## src/rtl/vc_pkg.sv

```systemverilog
package vc_pkg;
  localparam int CHAR_W = 7;
  localparam int CODE_W = 16;

  typedef logic [CHAR_W-1:0] char_t;
  typedef logic [CODE_W-1:0] code_t;

  function automatic code_t vc_lo(input logic [5:0] c);
    case (c)
      6'd0: vc_lo = 16'h355;  6'd1: vc_lo = 16'h36d;  6'd2: vc_lo = 16'h2dd;  6'd3: vc_lo = 16'h3bb;
      6'd4: vc_lo = 16'h35d;  6'd5: vc_lo = 16'h3eb;  6'd6: vc_lo = 16'h3dd;  6'd7: vc_lo = 16'h2fd;
      6'd8: vc_lo = 16'h3fd;  6'd9: vc_lo = 16'h0f7;  6'd10: vc_lo = 16'h017; 6'd11: vc_lo = 16'h3db;
      6'd12: vc_lo = 16'h2ed; 6'd13: vc_lo = 16'h01f; 6'd14: vc_lo = 16'h2bb; 6'd15: vc_lo = 16'h357;
      6'd16: vc_lo = 16'h3bd; 6'd17: vc_lo = 16'h2bd; 6'd18: vc_lo = 16'h2d7; 6'd19: vc_lo = 16'h3d7;
      6'd20: vc_lo = 16'h36b; 6'd21: vc_lo = 16'h35b; 6'd22: vc_lo = 16'h2db; 6'd23: vc_lo = 16'h3ab;
      6'd24: vc_lo = 16'h37b; 6'd25: vc_lo = 16'h2fb; 6'd26: vc_lo = 16'h3b7; 6'd27: vc_lo = 16'h2ab;
      6'd28: vc_lo = 16'h2eb; 6'd29: vc_lo = 16'h377; 6'd30: vc_lo = 16'h37d; 6'd31: vc_lo = 16'h3fb;
      6'd32: vc_lo = 16'h001; 6'd33: vc_lo = 16'h1ff; 6'd34: vc_lo = 16'h1f5; 6'd35: vc_lo = 16'h15f;
      6'd36: vc_lo = 16'h1b7; 6'd37: vc_lo = 16'h2ad; 6'd38: vc_lo = 16'h375; 6'd39: vc_lo = 16'h1fd;
      6'd40: vc_lo = 16'h0df; 6'd41: vc_lo = 16'h0ef; 6'd42: vc_lo = 16'h1ed; 6'd43: vc_lo = 16'h1f7;
      6'd44: vc_lo = 16'h057; 6'd45: vc_lo = 16'h02b; 6'd46: vc_lo = 16'h075; 6'd47: vc_lo = 16'h1eb;
      6'd48: vc_lo = 16'h0ed; 6'd49: vc_lo = 16'h0bd; 6'd50: vc_lo = 16'h0b7; 6'd51: vc_lo = 16'h0ff;
      6'd52: vc_lo = 16'h1dd; 6'd53: vc_lo = 16'h1b5; 6'd54: vc_lo = 16'h1ad; 6'd55: vc_lo = 16'h16b;
      6'd56: vc_lo = 16'h1ab; 6'd57: vc_lo = 16'h1db; 6'd58: vc_lo = 16'h0af; 6'd59: vc_lo = 16'h17b;
      6'd60: vc_lo = 16'h16f; 6'd61: vc_lo = 16'h055; 6'd62: vc_lo = 16'h1d7; default: vc_lo = 16'h3d5;
    endcase
  endfunction

  function automatic code_t vc_hi(input logic [5:0] c);
    case (c)
      6'd0: vc_hi = 16'h2f5;  6'd1: vc_hi = 16'h05f;  6'd2: vc_hi = 16'h0d7;  6'd3: vc_hi = 16'h0b5;
      6'd4: vc_hi = 16'h0ad;  6'd5: vc_hi = 16'h077;  6'd6: vc_hi = 16'h0db;  6'd7: vc_hi = 16'h0bf;
      6'd8: vc_hi = 16'h155;  6'd9: vc_hi = 16'h07f;  6'd10: vc_hi = 16'h17f; 6'd11: vc_hi = 16'h17d;
      6'd12: vc_hi = 16'h0eb; 6'd13: vc_hi = 16'h0dd; 6'd14: vc_hi = 16'h0bb; 6'd15: vc_hi = 16'h0d5;
      6'd16: vc_hi = 16'h0ab; 6'd17: vc_hi = 16'h177; 6'd18: vc_hi = 16'h0f5; 6'd19: vc_hi = 16'h07b;
      6'd20: vc_hi = 16'h05b; 6'd21: vc_hi = 16'h1d5; 6'd22: vc_hi = 16'h15b; 6'd23: vc_hi = 16'h175;
      6'd24: vc_hi = 16'h15d; 6'd25: vc_hi = 16'h1bd; 6'd26: vc_hi = 16'h2d5; 6'd27: vc_hi = 16'h1df;
      6'd28: vc_hi = 16'h1ef; 6'd29: vc_hi = 16'h1bf; 6'd30: vc_hi = 16'h3f5; 6'd31: vc_hi = 16'h16d;
      6'd32: vc_hi = 16'h3ed; 6'd33: vc_hi = 16'h00d; 6'd34: vc_hi = 16'h07d; 6'd35: vc_hi = 16'h03d;
      6'd36: vc_hi = 16'h02d; 6'd37: vc_hi = 16'h003; 6'd38: vc_hi = 16'h02f; 6'd39: vc_hi = 16'h06d;
      6'd40: vc_hi = 16'h035; 6'd41: vc_hi = 16'h00b; 6'd42: vc_hi = 16'h1af; 6'd43: vc_hi = 16'h0fd;
      6'd44: vc_hi = 16'h01b; 6'd45: vc_hi = 16'h037; 6'd46: vc_hi = 16'h00f; 6'd47: vc_hi = 16'h007;
      6'd48: vc_hi = 16'h03f; 6'd49: vc_hi = 16'h1fb; 6'd50: vc_hi = 16'h015; 6'd51: vc_hi = 16'h01d;
      6'd52: vc_hi = 16'h005; 6'd53: vc_hi = 16'h03b; 6'd54: vc_hi = 16'h06f; 6'd55: vc_hi = 16'h06b;
      6'd56: vc_hi = 16'h0fb; 6'd57: vc_hi = 16'h05d; 6'd58: vc_hi = 16'h157; 6'd59: vc_hi = 16'h3b5;
      6'd60: vc_hi = 16'h1bb; 6'd61: vc_hi = 16'h2b5; 6'd62: vc_hi = 16'h3ad; default: vc_hi = 16'h2b7;
    endcase
  endfunction
endpackage

```

## src/rtl/vc_txt_fifo.sv

```systemverilog
module vc_txt_fifo #(
  parameter int PTR_W = 8
) (
  input  logic           clk_i,
  input  logic           rst_ni,
  input  logic           wr_en_i,
  input  vc_pkg::char_t  wr_char_i,
  input  logic           pop_i,
  output vc_pkg::char_t  head_char_o,
  output logic           empty_o,
  output logic           overflow_o
);
  localparam int DEPTH = 1 << PTR_W;

  vc_pkg::char_t     mem_q [DEPTH];
  logic [PTR_W-1:0]  head_q, tail_q;
  logic              full;

  assign empty_o     = (head_q == tail_q);
  assign full        = (PTR_W'(tail_q + 1'b1) == head_q);
  assign head_char_o = mem_q[head_q];

  always_ff @(posedge clk_i) begin
    if (wr_en_i && !full) mem_q[tail_q] <= wr_char_i;
  end

  always_ff @(posedge clk_i or negedge rst_ni) begin
    if (!rst_ni) begin
      head_q     <= '0;
      tail_q     <= '0;
      overflow_o <= 1'b0;
    end else begin
      overflow_o <= wr_en_i && full;
      if (wr_en_i && !full) tail_q <= tail_q + 1'b1;
      if (pop_i)            head_q <= head_q + 1'b1;
    end
  end

  AST_FULL_DROP: assert property (@(posedge clk_i) disable iff (!rst_ni)
    (wr_en_i && full) |=> (overflow_o && $stable(tail_q)));
  AST_POP_NONEMPTY: assert property (@(posedge clk_i) disable iff (!rst_ni)
    pop_i |-> !empty_o);
endmodule

```

## src/rtl/vc_code_rom.sv

```systemverilog
module vc_code_rom (
  input  vc_pkg::char_t char_i,
  output vc_pkg::code_t code_o
);
  always_comb begin
    if (char_i[6]) code_o = vc_pkg::vc_hi(char_i[5:0]);
    else           code_o = vc_pkg::vc_lo(char_i[5:0]);
  end
endmodule

```

## src/rtl/vc_shifter.sv

```systemverilog
module vc_shifter #(
  parameter int EOC_ZEROS  = 2,
  parameter int IDLE_ZEROS = 75
) (
  input  logic          clk_i,
  input  logic          rst_ni,
  input  logic          start_i,
  input  logic          bit_stb_i,
  input  logic          empty_i,
  input  vc_pkg::code_t code_i,
  output logic          pop_o,
  output logic          bit_o,
  output logic          tx_o
);
  localparam int ZC_W = $clog2(IDLE_ZEROS + 2);
  localparam logic [ZC_W-1:0] THR_EOC  = ZC_W'(EOC_ZEROS);
  localparam logic [ZC_W-1:0] THR_IDLE = ZC_W'(IDLE_ZEROS);

  vc_pkg::code_t   code_q;
  logic [ZC_W-1:0] zc_q, thr_q;
  logic            step, boundary;

  assign step     = tx_o && bit_stb_i;
  // run length passes the threshold on this zero
  assign boundary = step && !code_q[0] && (zc_q >= thr_q);
  assign pop_o    = boundary && !empty_i;

  always_ff @(posedge clk_i or negedge rst_ni) begin
    if (!rst_ni) begin
      code_q <= '0;
      zc_q   <= '0;
      thr_q  <= THR_EOC;
      bit_o  <= 1'b0;
      tx_o   <= 1'b0;
    end else if (!tx_o) begin
      if (start_i) begin
        tx_o   <= 1'b1;
        thr_q  <= THR_EOC;
        zc_q   <= '0;
        code_q <= '0;
      end
    end else if (bit_stb_i) begin
      bit_o <= code_q[0];
      if (code_q[0]) begin
        zc_q   <= '0;
        code_q <= code_q >> 1;
      end else if (boundary) begin
        zc_q <= '0;
        if (!empty_i) begin
          code_q <= code_i;
          thr_q  <= THR_EOC;
        end else if (thr_q == THR_EOC) begin
          code_q <= '0;
          thr_q  <= THR_IDLE;
        end else begin
          code_q <= '0;
          tx_o   <= 1'b0;
        end
      end else begin
        zc_q   <= zc_q + 1'b1;
        code_q <= code_q >> 1;
      end
    end
  end

  AST_IDLE_BIT_LOW: assert property (@(posedge clk_i) disable iff (!rst_ni)
    !tx_o |-> !bit_o);
  AST_BIT_ON_STB: assert property (@(posedge clk_i) disable iff (!rst_ni)
    !bit_stb_i |=> $stable(bit_o));
  AST_START_RISE: assert property (@(posedge clk_i) disable iff (!rst_ni)
    (!tx_o && start_i) |=> tx_o);
  AST_STOP_ON_STB: assert property (@(posedge clk_i) disable iff (!rst_ni)
    $fell(tx_o) |-> ($past(bit_stb_i) && !bit_o));
  AST_ZRUN_BOUND: assert property (@(posedge clk_i) disable iff (!rst_ni)
    zc_q <= THR_IDLE);
endmodule

```

## src/rtl/varicode_serializer.sv

```systemverilog
module varicode_serializer #(
  parameter int PTR_W      = 8,
  parameter int EOC_ZEROS  = 2,
  parameter int IDLE_ZEROS = 75
) (
  input  logic       clk_i,
  input  logic       rst_ni,
  input  logic       wr_en_i,
  input  logic [6:0] wr_char_i,
  output logic       overflow_o,
  input  logic       start_i,
  input  logic       bit_stb_i,
  output logic       bit_o,
  output logic       tx_o
);
  vc_pkg::char_t head_char;
  vc_pkg::code_t head_code;
  logic          empty, pop;

  vc_txt_fifo #(.PTR_W(PTR_W)) u_fifo (
    .clk_i, .rst_ni, .wr_en_i, .wr_char_i,
    .pop_i(pop), .head_char_o(head_char), .empty_o(empty), .overflow_o
  );

  vc_code_rom u_rom (.char_i(head_char), .code_o(head_code));

  vc_shifter #(.EOC_ZEROS(EOC_ZEROS), .IDLE_ZEROS(IDLE_ZEROS)) u_shift (
    .clk_i, .rst_ni, .start_i, .bit_stb_i,
    .empty_i(empty), .code_i(head_code), .pop_o(pop), .bit_o, .tx_o
  );
endmodule

```

## config.mk

```make
export PLATFORM = sky130hd
export DESIGN_NAME = varicode_serializer
export DESIGN_NICKNAME = d
export VERILOG_FILES = /design/src/rtl/vc_pkg.sv /design/src/rtl/vc_txt_fifo.sv /design/src/rtl/vc_code_rom.sv /design/src/rtl/vc_shifter.sv /design/src/rtl/varicode_serializer.sv
export SDC_FILE = /design/constraint.sdc
export NUM_CORES = 2
export LEC_CHECK = 0
export ABC_AREA = 1
export BUFFER_PORTS_ARGS = -buffer_cell sky130_fd_sc_hd__buf_2
export CAP_MARGIN = 10
export CORE_ASPECT_RATIO = 1.25
export CORE_MARGIN = 4
export CORE_UTILIZATION = 55
export CTS_CLUSTER_SIZE = 14
export DETAILED_ROUTE_END_ITERATION = 6
export PLACE_DENSITY = 0.73
export SYNTH_ARGS = -nofsm -noshare
export SYNTH_HDL_FRONTEND = slang
export SYNTH_SLANG_ARGS = --single-unit
```

## constraint.sdc

```tcl
create_clock -name clk_i -period 3.2 [get_ports clk_i]
set_clock_uncertainty 0.15 [all_clocks]
set_input_delay 0.64 -clock clk_i [delete_from_list [all_inputs] [get_ports clk_i]]
set_output_delay 0.64 -clock clk_i [all_outputs]
set_load 0.02 [all_outputs]
```

# == Yosys cells after proc, flatten, opt, wreduce, memory -nomap -nowiden ==
# Memories as Yosys holds them, arrays and structs flattened.
# Cells that the tools add are included.
# op_classes
add_sub_neg,3
magnitude_cmp,1
n_eq_ne,7
muxes,28
reduce_logical,13
# ops
cell,count
$mux 16,7
$mux 7,12
$add 8x1->8 const B,2
$eq 8x8->1,2
$mux 1,9
$add 7x1->7 const B,1
$eq 7x2->1 const B,1
$ge 7x7->1,1
$logic_and 1x1->1,6
$ne 2x2->1 const B,3
$reduce_and 5->1,1
$reduce_and 2->1,2
$logic_not 1->1,3
$ne 3x3->1 const B,1
$reduce_bool 2->1,1
# totals
regBits,49
ram_bits,1792
mem_bits_ro,1152
input_bits,12
out_inout_bits,3
memories,3
# memory_table
memory,depth,word_bits,read_ports,rd_clocked_by_memory_dff,wr,line_no,rtl
u_fifo.mem_q,256,7,1,0,1,vc_txt_fifo.sv:15,vc_pkg::char_t mem_q [DEPTH];
(no name shown),64,9,1,0,0,vc_pkg.sv:30,case (c)
(no name shown),64,9,1,0,0,vc_pkg.sv:9,case (c)

# == Depth between registers and ports, before layout ==
# An unclocked memory read counts as a cell.
# depth
ltp_word,8
depth_mapped,32

# == Modules after synthesis ==
# Synthesis repeated with hierarchy kept, for this count alone.
# hier_totals
hier_cells,7658
hier_area_um2,79647.6
# by_module_without_submodules
mod,n_inst,cells_each,area_per_inst_um2,seq_area_each_um2
vc_txt_fifo,1,7081,76395.8,54237.0
vc_code_rom,1,347,1635.3,0.0
vc_shifter,1,230,1616.6,650.6

# == Worst setup path before layout ==
# Ideal clock, no wire load.
# synth_path
path_kind,reg2reg
startpoint,reg u_fifo.head_q[0]
endpoint,reg u_shift.code_q[7]
arrival_time_ps,3190
required_ps,2932
setup_slack_ps,-258
stages_incl_launch_ff,28
cell_sequence,dfrtp_1 > buf_6 > inv_4 > buf_6 > buf_6 > buf_4 > buf_2 > nor2_1 > o211ai_1 > nand3_1 > nand2_1 > nand2_1 > nand3_1 > nand3_1 > nand2_2 > inv_1 > ha_1 > nand3_1 > o21ai_0 > nand2_1 > nand2_1 > nand2_1 > nand2_1 > nand2_1 > nand3_1 > nand2_1 > nand2_1 > nand2_1
# synth_via
elab_chain_len,8
elab_cells_between_ends,10
cone_classes,eq/ne: 1; mux: 6; memory: 3
# synth_rtl
element,line_no,rtl
start: declaration,vc_txt_fifo.sv:16,"logic [PTR_W-1:0] head_q, tail_q;"
start signal: assignment,vc_txt_fifo.sv:35,if (pop_i) head_q <= head_q + 1'b1;
$mem_v2 256x7,-,
"$mem_v2 64x9, on equally long branches",-,
$mux 16,vc_code_rom.sv:6,if (char_i[6]) code_o = vc_pkg::vc_hi(char_i[5:0]);
$mux 16 *,vc_shifter.sv:49,if (!empty_i) begin
$mux 16 *,vc_shifter.sv:47,end else if (boundary) begin
$mux 16 *,vc_shifter.sv:44,if (code_q[0]) begin
$mux 16 *,vc_shifter.sv:42,end else if (bit_stb_i) begin
$mux 16 *,vc_shifter.sv:35,end else if (!tx_o) begin
end signal: assignment,vc_shifter.sv:46,code_q <= code_q >> 1;
end signal: assignment,vc_shifter.sv:50,code_q <= code_i;
end signal: assignment,vc_shifter.sv:61,code_q <= code_q >> 1;
end: declaration,vc_shifter.sv:19,vc_pkg::code_t code_q;
# Mark *: on every way between the ends. The rest lies on a longest branch, timed or not. The select of a mux whose other input is x is not followed.
# A chain may end at the register's enable or synchronous reset.

# == Worst setup path in the final report ==
# layout_path
startpoint,reg u_fifo.head_q[0]
endpoint,reg u_shift.code_q[5]
# Same word-level chain as after synthesis.

==> results.txt <==
outcome -> finished with violations
failing checks -> design-rule violations, negative setup slack
Worst Tran Pin Value -> 1.35 ns
number of synthesized flops with an enable pin -> 1792
critical path class -> flip-flop to flip-flop
DR vias/cell -> 6.20
Final Cell Area -> 96900 um^2
crit end category -> flip-flop
DR WL/cell -> 26.1 um
Syn-to-layout area delta -> 24.7%
Place WS -> -1.37 ns
share of cells above drive strength 1 -> 21.5%
Std-Cell Rows -> 153
Worst-Skew Late Latency -> 0.83 ns
Final GP Congestion -> 0.974
Period minus WS final -> 3.96 ns
core area -> 140000 um^2
register area share after synthesis -> 70.4%
Worst Path Arrival -> 4.53 ns
Total GRT Usage -> 32.5%
vias in the first global route -> 57600
endpoints failing setup -> 1812
Initial DRT Pass Iterations -> 7
clock sink count -> 1829
CTS tree -> yes
Warnings, synthesis -> 0
final hold viol count -> 0
CP endpoint -> u_shift.code_q[5]
Hold Path Stages -> 1
initial core utilization -> 55.6%
Worst path max stage delay -> 0.53 ns
Required @ worst endpoint -> 3.77 ns
total CTS buffers -> 171
Pwr Density -> 1000 nW/um^2
Root Driver -> clkbuf_16
DP Wirelength -> 147000 um
Crit Path Max Fanout -> 12
worst vdd rail ir drop -> 961 uV
setup slack after layout -> -0.759 ns
first-pass GRT wire length -> 359000 um
DP Area -> 84300 um^2
fin. max-slew vios -> 0
Crit. Startpoint -> u_fifo.head_q[0]
Clock transition at path regs -> 0.07 ns
htree depth -> 4
final design utilization -> 69.3%
period utilization -> 124%
Mapped Cells -> 6902
ys flop type -> edfxtp_1
Lkg Pwr -> 35.5 nW
io pins -> 15
synthesized area -> 77700 um^2
die span in y -> 428 um
reg-to-reg critical path startpoint -> u_fifo.head_q[0]
Longest Clk Path Bufs -> 3
Yosys reg bits -> 1829
length in cells of the worst reg-to-reg path -> 30
synthesized area per cell -> 11.3 um^2
post-synthesis cell type count -> 50
Synth async-reset ratio -> 2.02%
die width -> 344 um
Final ANT Viol Nets -> 0
MaxCap Viol Count -> 0
1st-iter DRT viols -> 8305
Relative slew margins -> 9.74%
RR Endpoint -> u_shift.code_q[5]
largest net degree at the start of global routing -> 89
final wirelength -> 249000 um
routed via count -> 59200
grt ovf -> 0
syn_nets -> 6931
Slowest-stage cell, CP -> dfrtp_4
CP startpoint kind -> flip-flop
top achievable clock speed -> 0.253 GHz
setup repair after global routing missed its margin -> yes
hold crit path type -> input port to flip-flop
die area -> 147000 um^2
IO buf count -> 14
drc violations -> 1
Tot Pwr -> 0.0972 W
cell mode on critical path -> nand2_1
antenna violations before repair -> 1
final setup TNS -> -608.71 ns
flop2flop setup slack -> -0.76 ns
Nets -> 7580
-- sequential cells by signal (all words and copies together) (netlist names) --
signal	flops
u_shift.tx_o	1
u_fifo.mem_q	1792
u_shift.bit_o	1
u_shift.thr_q	1
u_shift.code_q	10
u_fifo.overflow_o	1
u_shift.zc_q	7
u_fifo.head_q	8
u_fifo.tail_q	8
-- cell type report --
type | instances | area, um^2
diodes | 1 | 2.50
clock buffers | 222 | 4560
clock inverters | 91 | 951
fillers | 8887 | 42800
inverters | 220 | 921
multi-input cells | 4418 | 22500
flip-flops and latches | 1829 | 54800
well taps | 1860 | 2330
repair buffers | 905 | 10700
repair inverters | 6 | 118
-- metrics by stage --
stage / cells / hold slack [ns]
global placement: 8985 / 0.316
floorplan: 6902 / 0.194
CTS: 9466 / 0.0690
finish: 9552 / 0.0823
global route: 9551 / 0.0732
detailed placement: 8985 / 0.316
-- cells in the final DEF (no fill, tap or decap), types with 11 or more instances in the layout --
master and count:
inv_2 13, clkbuf_1 43, nand4_4 12, o21ai_0 265
xor2_1 18, buf_8 25, nand3_2 52, nand3_4 25
buf_4 534, bufinv_16 13, bufbuf_16 11, inv_1 188
dfrtp_1 33, inv_4 11, buf_12 184, nor2_2 36
nand2_1 1767, a21oi_1 181, clkinv_1 44, o22ai_1 19
buf_6 95, nand4_1 14, nand2_2 59, nor2_1 662
o211ai_1 56, nor3_1 19, buf_16 26, clkinv_2 19
o21ai_1 108, a21oi_2 14, nor2_4 233, nand2_4 17
clkbuf_16 189, a22oi_1 35, nand3_1 710, edfxtp_1 1792
-- layer usage --
metal	wire (um)	part of all wire (%)	track usage (%)	vias to the layer above
met5	0	0	0	-
met4	20600	8.3	21.1	0
met3	29400	12	7.15	1091
met2	117000	47	52.1	4433
met1	82100	33	40.0	28300
li1	-	-	-	25400
-- how the worst min path moves through the flow --
stage	startpoint	to	slack [ns]
after CTS	wr_char_i[2]	u_fifo.mem_q[59][2]	0.07
after floorplan	rst_ni	u_fifo.head_q[0]	0.19
after global routing	wr_char_i[2]	u_fifo.mem_q[60][2]	0.07
after global placement	u_shift.code_q[7]	u_shift.code_q[7]	0.32
final	wr_char_i[2]	u_fifo.mem_q[59][2]	0.08
after detailed placement	u_shift.code_q[7]	u_shift.code_q[7]	0.32
-- critical path, delay by kind of cell (launching register included) --
| family | cells | cell delay (ns) |
|---|---|---|
| flip-flops | 1 | 0.53 |
| AND/OR/NAND/NOR | 18 | 1.42 |
| AO/OA/AOI/OAI | 3 | 0.42 |
| buffers and inverters | 9 | 1.31 |
-- logic make-up (layout without fill, tap and decap cells) --
logic type	count (synthesis)	in the layout	share of synthesized area [%]
and+or+nand+nor	3635	3635	19.3
adders and majority gates	17	17	0.274
xor gates and xnor gates	22	22	0.248
buffers and inverters	655	1444	4.36
DFF	1829	1829	70.4
other	0	1	0
AOI/OAI and AO/OA	744	744	5.38
-- Yosys cell counts (13+ instances only) --
library cell	number	area share, %
a21oi_1	201	1.3
a22oi_1	35	0.34
buf_1	24	0.12
buf_2	208	1.3
buf_4	97	0.94
buf_6	38	0.55
clkbuf_1	67	0.32
dfrtp_1	37	1.2
edfxtp_1	1792	69
ha_1	17	0.27
inv_1	200	0.97
inv_2	13	0.063
nand2_1	1837	8.9
nand3_1	785	5.1
nand4_1	14	0.11
nor2_1	927	4.5
nor3_1	19	0.12
o211ai_1	56	0.54
o21ai_0	306	2.0
o21ai_1	74	0.48
o22ai_1	19	0.15
xor2_1	18	0.20
-- power breakdown --
| part | switching (W) | leakage, nW | internal (W) |
|---|---|---|---|
| Clock | 0.00914 | 2.68 | 0.0112 |
| Combinational | 0.0306 | 16.2 | 0.0194 |
| Sequential | 0.000209 | 16.6 | 0.0266 |
-- timing repair --
action                                  in CTS  in global routing
gates resized for setup                    716                309
gates cloned                                31                 16
setup buffers                              136                 76
endpoints found under the setup margin    1802               1811
hold buffers                                 3                  0
endpoints found under the hold margin       20                  0
pin swaps                                   51                 59
(Power assumes the default switching activity.)
